[src/rtl/spgc_pkg.sv]
package spgc_pkg;
  typedef enum logic [2:0] {
    SEL_NONE, SEL_CFG, SEL_LVL, SEL_SPICTL, SEL_SPISTAT, SEL_RAM
  } rdSel_e;

  typedef struct packed {
    logic   wrCfg;
    logic   wrLvl;
    logic   wrSpiCtl;
    logic   wrRam;
    logic   rdLoad;
    rdSel_e rdSel;
  } strobes_t;

  localparam int CFG_STOP_BIT = 15;
  localparam int CFG_FRZ_BIT  = 14;
  localparam int SPI_HALT_BIT = 0;
endpackage

[src/rtl/spgc_ctrl.sv]
module spgc_ctrl
  import spgc_pkg::*;
#(
  parameter int ADDR_W = 6
) (
  input  logic              clk,
  input  logic              rstN,
  input  logic              busValid,
  input  logic              busWrite,
  input  logic [ADDR_W-1:0] busAddr,
  input  logic              busSuper,
  input  logic              stopBit,
  input  logic              frzEn,
  input  logic              haltReqBit,
  input  logic              freezeIn,
  input  logic              spiBoundary,
  input  logic              uartBoundary,
  output strobes_t          strb,
  output logic              respValid,
  output logic              busErr,
  output logic              rdInvalid,
  output logic              spiHalt,
  output logic              uartTxHalt
);
  logic isRam, lowZero, isCfg, isLvl, isCtl, isStat;
  logic denied, granted, blocked, spiReq;
  logic spiHaltQ, uartHaltQ;

  assign isRam   = busAddr[ADDR_W-1];
  assign lowZero = (busAddr[ADDR_W-2:2] == '0);
  assign isCfg   = !isRam && lowZero && busAddr[1:0] == 2'd0;
  assign isLvl   = !isRam && lowZero && busAddr[1:0] == 2'd1;
  assign isCtl   = !isRam && lowZero && busAddr[1:0] == 2'd2;
  assign isStat  = !isRam && lowZero && busAddr[1:0] == 2'd3;

  assign denied  = busValid && !busSuper && (isCfg || isLvl);
  assign granted = busValid && !denied;
  assign blocked = stopBit && !isCfg;

  always_comb begin
    strb          = '0;
    strb.rdSel    = SEL_NONE;
    strb.wrCfg    = granted && busWrite && isCfg;
    strb.wrLvl    = granted && busWrite && isLvl;
    strb.wrSpiCtl = granted && busWrite && isCtl;
    strb.wrRam    = granted && busWrite && isRam;
    strb.rdLoad   = granted && !busWrite && !blocked;
    if      (isCfg)  strb.rdSel = SEL_CFG;
    else if (isLvl)  strb.rdSel = SEL_LVL;
    else if (isCtl)  strb.rdSel = SEL_SPICTL;
    else if (isStat) strb.rdSel = SEL_SPISTAT;
    else if (isRam)  strb.rdSel = SEL_RAM;
  end

  always_ff @(posedge clk) begin
    if (!rstN) begin
      respValid <= 1'b0;
      busErr    <= 1'b0;
      rdInvalid <= 1'b0;
    end else begin
      respValid <= busValid;
      busErr    <= denied;
      rdInvalid <= granted && !busWrite && blocked;
    end
  end

  assign spiReq = haltReqBit || (frzEn && freezeIn);

  always_ff @(posedge clk) begin
    if (!rstN) begin
      spiHaltQ  <= 1'b0;
      uartHaltQ <= 1'b0;
    end else begin
      spiHaltQ  <= spiReq && (spiHaltQ || spiBoundary);
      uartHaltQ <= freezeIn && (uartHaltQ || uartBoundary);
    end
  end

  assign spiHalt    = spiHaltQ;
  assign uartTxHalt = uartHaltQ;

  assert_user_denied_R6: assert property (@(posedge clk) disable iff (!rstN)
    (busValid && !busSuper && !busAddr[ADDR_W-1] && busAddr[ADDR_W-2:1] == '0) |=> busErr);
  assert_spi_halt_boundary_R8: assert property (@(posedge clk) disable iff (!rstN)
    $rose(spiHalt) |-> $past(spiBoundary));
  assert_uart_halt_boundary_R9: assert property (@(posedge clk) disable iff (!rstN)
    $rose(uartTxHalt) |-> $past(freezeIn && uartBoundary));
  assert_halt_needs_req_R10: assert property (@(posedge clk) disable iff (!rstN)
    spiHalt |-> $past(haltReqBit || (frzEn && freezeIn)));
endmodule

[src/rtl/spgc_regs.sv]
module spgc_regs
  import spgc_pkg::*;
#(
  parameter int DATA_W = 16,
  parameter int RAM_AW = 5
) (
  input  logic              clk,
  input  logic              rstN,
  input  strobes_t          strb,
  input  logic [RAM_AW-1:0] ramIdx,
  input  logic [DATA_W/8-1:0] busBe,
  input  logic [DATA_W-1:0] busWdata,
  input  logic              haltAck,
  output logic              stopBit,
  output logic              frzEn,
  output logic              haltReqBit,
  output logic [DATA_W-1:0] busRdata
);
  localparam int LANES     = DATA_W / 8;
  localparam int RAM_DEPTH = 1 << RAM_AW;

  logic [DATA_W-1:0] levelQ;
  logic [DATA_W-1:0] ramQ [RAM_DEPTH];
  logic [DATA_W-1:0] rdMux;

  function automatic logic [DATA_W-1:0] laneMerge(
    input logic [DATA_W-1:0] oldV, input logic [DATA_W-1:0] newV,
    input logic [LANES-1:0] be);
    logic [DATA_W-1:0] r;
    r = oldV;
    for (int l = 0; l < LANES; l++)
      if (be[l]) r[l*8 +: 8] = newV[l*8 +: 8];
    return r;
  endfunction

  always_ff @(posedge clk) begin
    if (!rstN) begin
      stopBit    <= 1'b0;
      frzEn      <= 1'b0;
      haltReqBit <= 1'b0;
      levelQ     <= '0;
    end else begin
      if (strb.wrCfg && busBe[CFG_STOP_BIT/8]) stopBit <= busWdata[CFG_STOP_BIT];
      if (strb.wrCfg && busBe[CFG_FRZ_BIT/8])  frzEn   <= busWdata[CFG_FRZ_BIT];
      if (strb.wrSpiCtl && busBe[SPI_HALT_BIT/8]) haltReqBit <= busWdata[SPI_HALT_BIT];
      if (strb.wrLvl) levelQ <= laneMerge(levelQ, busWdata, busBe);
    end
  end

  always_ff @(posedge clk) begin
    if (!rstN) begin
      for (int i = 0; i < RAM_DEPTH; i++) ramQ[i] <= '0;
    end else if (strb.wrRam) begin
      ramQ[ramIdx] <= laneMerge(ramQ[ramIdx], busWdata, busBe);
    end
  end

  always_comb begin
    rdMux = '0;
    case (strb.rdSel)
      SEL_CFG: begin
        rdMux[CFG_STOP_BIT] = stopBit;
        rdMux[CFG_FRZ_BIT]  = frzEn;
      end
      SEL_LVL:     rdMux = levelQ;
      SEL_SPICTL:  rdMux[SPI_HALT_BIT] = haltReqBit;
      SEL_SPISTAT: rdMux[0] = haltAck;
      SEL_RAM:     rdMux = ramQ[ramIdx];
      default:     rdMux = '0;
    endcase
  end

  always_ff @(posedge clk) begin
    if (!rstN) busRdata <= '0;
    else       busRdata <= strb.rdLoad ? rdMux : '0;
  end
endmodule

[src/rtl/serial_periph_global_ctl.sv]
module serial_periph_global_ctl
  import spgc_pkg::*;
#(
  parameter int ADDR_W = 6,
  parameter int DATA_W = 16
) (
  input  logic                clk,
  input  logic                rstN,
  input  logic                busValid,
  input  logic                busWrite,
  input  logic [ADDR_W-1:0]   busAddr,
  input  logic [DATA_W/8-1:0] busBe,
  input  logic [DATA_W-1:0]   busWdata,
  input  logic                busSuper,
  input  logic                freezeIn,
  input  logic                spiBoundary,
  input  logic                uartBoundary,
  output logic [DATA_W-1:0]   busRdata,
  output logic                respValid,
  output logic                busErr,
  output logic                rdInvalid,
  output logic                periphClkEn,
  output logic                spiHalt,
  output logic                uartTxHalt
);
  localparam int RAM_AW = ADDR_W - 1;

  strobes_t strb;
  logic stopBit, frzEn, haltReqBit;

  spgc_ctrl #(.ADDR_W(ADDR_W)) u_ctrl (
    .clk, .rstN, .busValid, .busWrite, .busAddr, .busSuper,
    .stopBit, .frzEn, .haltReqBit, .freezeIn, .spiBoundary, .uartBoundary,
    .strb, .respValid, .busErr, .rdInvalid, .spiHalt, .uartTxHalt
  );

  spgc_regs #(.DATA_W(DATA_W), .RAM_AW(RAM_AW)) u_regs (
    .clk, .rstN, .strb, .ramIdx(busAddr[RAM_AW-1:0]), .busBe, .busWdata,
    .haltAck(spiHalt), .stopBit, .frzEn, .haltReqBit, .busRdata
  );

  assign periphClkEn = !stopBit;

  assert_err_reads_zero_R6: assert property (@(posedge clk) disable iff (!rstN)
    busErr |-> busRdata == '0);
  assert_invalid_reads_zero_R3: assert property (@(posedge clk) disable iff (!rstN)
    rdInvalid |-> (busRdata == '0 && respValid));
endmodule

[config.mk]
export PLATFORM = sky130hd
export DESIGN_NAME = serial_periph_global_ctl
export DESIGN_NICKNAME = d
export VERILOG_FILES = /design/src/rtl/spgc_pkg.sv /design/src/rtl/spgc_ctrl.sv /design/src/rtl/spgc_regs.sv /design/src/rtl/serial_periph_global_ctl.sv
export SDC_FILE = /design/constraint.sdc
export NUM_CORES = 1
export LEC_CHECK = 0
export CAP_MARGIN = 20
export CORE_ASPECT_RATIO = 1.1
export CORE_MARGIN = 8
export CORE_UTILIZATION = 56
export DETAILED_ROUTE_END_ITERATION = 8
export PLACE_DENSITY_LB_ADDON = 0.2
export SYNTH_ARGS = -nofsm -noshare
export SYNTH_HDL_FRONTEND = slang
export SYNTH_HIERARCHICAL = 1
export SYNTH_SLANG_ARGS = --single-unit
[constraint.sdc]
create_clock -name clk -period 2.6 [get_ports clk]
set_input_delay 0.52 -clock clk [delete_from_list [all_inputs] [get_ports clk]]
set_output_delay 0.52 -clock clk [all_outputs]
set_load 0.005 [all_outputs]
==> results by group <==
Pwr
  • Combinational share of power: between 10% and 20%
  • Clk network pwr share: about two fifths
  • Overall Power: around 21 mW
  • Sw power: 5.20 mW
  • Pint: around 16 mW
  • Lkg Pwr: between 10 and 15 nW
  • VDD IR-drop max: 533 uV
  • Switching share of power: about 25%
  • Sequential share of power: a little under half
  • P per Cell Area: around 630 nW/um2

Setup path
  • Critical path type: in -> reg
  • Reg-to-Reg End: u_regs/ramQ[11][9]
  • Crit Reg-Reg Startpoint: u_regs/ramQ[15][9]
  • Cell Chain, Critical Path: dlygate4sd2_1 > buf_12 > buf_4 > or4b_4 > bufbuf_16 > o22ai_1 > or4_4 > nor3_4 > buf_6 > buf_12 > nor3_1
  • CP required: approximately 3.0 ns
  • Max stage delay on crit path: 0.59 ns
  • Cell mode on critical path: buf_12
  • Depth of the most critical reg-to-reg path: 7
  • Arrival @ worst endpoint: approximately 3.0 ns
  • Slowest CP cell: or4b_4
  • Element type at the critical path start: primary input
  • R2r setup slk: ~0.17 ns
  • CP max FO: 14
  • Kind of end point of the critical path: flip-flop

STA
  • Final period util: 101%
  • Worst setup margin: -0.0250 ns
  • Final Max Tran Viols: 0
  • Fmax achieved: around 380 MHz
  • Final Critical Period: between 2 and 3 ns
  • Rel. slew slack: 43.4%
  • Slew @ Worst Pin: ~0.85 ns
  • Worst Skew: slightly below 0.03 ns
  • Setup TNS: -0.0640 ns
  • Final number of hold-violating endpoints: 0
  • Final setup violation count: 5

Floorplan
  • # rows: 82
  • Die Ht: 242 um
  • Core Area: between 40,000 and 50,000 um2
  • Die W: 221 um
  • Top Ports: 54
  • Die area: 53,400 um2
  • Initial Util: 56.8%

Min path
  • Hold Startpoint: rstN
  • Hold endpoint: u_regs/stopBit
  • HP Class: in -> reg
  • Hold depth: 2

CTS
  • Root Buffer: clkbuf_16
  • Clock Tree Buf Depth: 3
  • CTS Sinks: about 550
  • Htree depth: 2
  • CTS buffer count: 54
  • CTS clk-pin slew, worst paths: about 0.070 ns
  • Worst-Skew Late Latency: just over 0.6 ns
  • CTS tree: yes

Placed design
  • Dpl cell area: 29,900 um2
  • Pre-CTS WS: -0.999 ns
  • Port Buffer Count: 53
  • DP HPWL: ~57 mm
  • Gpl congestion: approximately 0.95

Logic synthesis
  • Predominant post-synthesis flop cell: edfxtp_1
  • Synth Warn #: 6
  • Seq cells post-synth: roughly 550
  • Synth cell types: 46
  • EDFF count, synth: about 510
  • Mean area per synthesized cell: around 13 um2
  • Sequential element share of the synthesized area: a little over three fifths
  • Syn Std Cell Area: 25,900 um2
  • Cells after Synth: between 1,500 and 2,000
  • Post-Syn Nets: between 2,000 and 2,500
  • FFs w/ async S/R, synth: 0%

Outcome
  • Failing checks: setup timing
  • Status: finished, violations left

Layout
  • Fin area: 33,100 um2
  • P&R area growth vs syn: 27.8%
  • ANT cells: 0
  • Util after Layout: 72.6%
  • Nets: about 2,300
  • Layout cells sized above 1: roughly a third

Detailed routing
  • First-iteration detailed-routing DRC count: 2,604
  • Drt wl/cell: ~32 um
  • Final ANT Viol Nets: 0
  • Final Routed Wirelength: 92.6 mm
  • DR DRC count: 0
  • Vias per cell: ~6.8
  • TritonRoute pass-1 iters: 9
  • Routed vias: approximately 20,000

Global route
  • GR Util All Layers: between 30% and 40%
  • Initial antenna violation count: 0
  • Pin count of the biggest net entering global routing: 33
  • Vias in the first global route: about 19,000
  • Global-route wire length before repair: 127 mm
  • GRT Residual Overflow: 0

Flow run
  • Max-cap violations: 0
kinds of logic (layout without fill, tap and decap cells):
kind of cell / after synthesis / count (layout) / share of synthesized area (%)
buffers and inverters: 232 / 571 / 5.29
AOI/OAI and AO/OA: 177 / 177 / 4.35
muxes: 257 / 257 / 9.93
and+or+nand+nor: 763 / 763 / 18.0
DFF: 552 / 552 / 62.4
xor gates and xnor gates: 1 / 1 / 0.0338
per-layer routing:
| metal | vias up | wire length, um | track usage (%) |
|---|---|---|---|
| li1 | 8178 | - | - |
| met4 | 0 | 8520 | 24.2 |
| met2 | 1540 | 41500 | 50.2 |
| met5 | - | 0 | 0 |
| met1 | 9767 | 31100 | 39.1 |
| met3 | 393 | 11400 | 7.36 |
flip-flops by register name, summed over array words and instances (netlist names):
name,count
u_ctrl/busErr,1
u_ctrl/rdInvalid,1
u_ctrl/respValid,1
u_ctrl/spiHalt,1
u_ctrl/uartTxHalt,1
u_regs/busRdata,16
u_regs/frzEn,1
u_regs/haltReqBit,1
u_regs/levelQ,16
u_regs/ramQ,512
u_regs/stopBit,1
layout make-up:
class | count | area, um2
Fill cell | 2899 | 12500
Timing Repair Buffer | 466 | 5550
Clock buffer | 68 | 1530
Inverter | 4 | 15.0
Sequential cell | 552 | 16200
Clock inverter | 33 | 268
Tap cell | 588 | 736
Multi-Input combinational cell | 1198 | 8860
power by group through the flow:
stage	Clock, mW	Sequential, mW	Combinational, mW
after floorplan	0	10.2	1.19
after global placement	0	10.2	2.24
after detailed placement	0	10.2	2.27
after CTS	8.00	10.0	2.60
after global routing	8.31	10.0	2.90
final	7.98	10.0	2.88
how the worst max path moves through the flow:
stage,startpoint,slack [ns],to
finish,busAddr[0],-0.02,u_regs/ramQ[9][1]
global route,busAddr[0],-0.03,u_regs/ramQ[9][1]
CTS,busAddr[1],0.007,u_regs/ramQ[5][14]
detailed placement,busAddr[2],-1.0,u_regs/ramQ[9][0]
global placement,busAddr[2],-0.94,u_regs/busRdata[7]
floorplan,busAddr[1],0.005,u_regs/ramQ[30][13]
worst max-delay path, delay by kind of cell:
family,cells,cell delay [ns]
buffers and inverters,6,1.18
AO/OA/AOI/OAI,1,0.21
AND/OR/NAND/NOR,4,1.09
metrics by stage:
step / instances / hold WS, ns
2_1_floorplan: 1982 / 0.415
3_3_place_gp: 2736 / 0.431
3_5_place_dp: 2736 / 0.431
4_1_cts: 2890 / 0.275
5_1_grt: 2909 / 0.293
6_report: 2909 / 0.293
cell usage after synthesis (all sizes together) (4+ instances only):
| cell | number | area, um2 |
|---|---|---|
| inv | 4 | 15.0 |
| nor2b | 19 | 119 |
| a21boi | 19 | 143 |
| nor3b | 5 | 37.5 |
| nand4b | 4 | 68.8 |
| or4b | 4 | 40.0 |
| clkbuf | 117 | 448 |
| nor2 | 37 | 139 |
| or4 | 34 | 330 |
| dfxtp | 40 | 801 |
| edfxtp | 512 | 15400 |
| nand4bb | 6 | 67.6 |
| buf | 111 | 907 |
| nand2 | 116 | 435 |
| nand3 | 23 | 115 |
| o21ai | 20 | 100 |
| nor3 | 502 | 3210 |
| mux2i | 257 | 2570 |
| o22ai | 128 | 801 |
what timing repair did:
action / 4_1_cts / 5_1_grt
cloned: 15 / 8
pin swaps: 13 / 19
hold buffers: 0 / 0
setup buffers: 38 / 12
setup endpoints to repair: 526 / 318
resized for setup: 60 / 32
cell usage in the layout, fill, tap and decap left out, drive strengths merged, types with 4 or more instances in the layout:
master / Yosys / routed
nand3: 23 / 23
nand4b: 4 / 4
nor2b: 19 / 19
bufinv: 0 / 4
nand2: 116 / 116
nor3b: 5 / 5
nor2: 37 / 37
a21boi: 19 / 19
mux2i: 257 / 257
bufbuf: 0 / 5
nor3: 502 / 502
edfxtp: 512 / 512
clkbuf: 117 / 76
clkdlybuf4s50: 0 / 47
or4: 34 / 34
dfxtp: 40 / 40
o21ai: 20 / 20
clkinv: 0 / 24
or4b: 4 / 4
buf: 111 / 404
inv: 4 / 7
nand4bb: 6 / 6
o22ai: 128 / 128
Power figures use the tool's default switching activity.
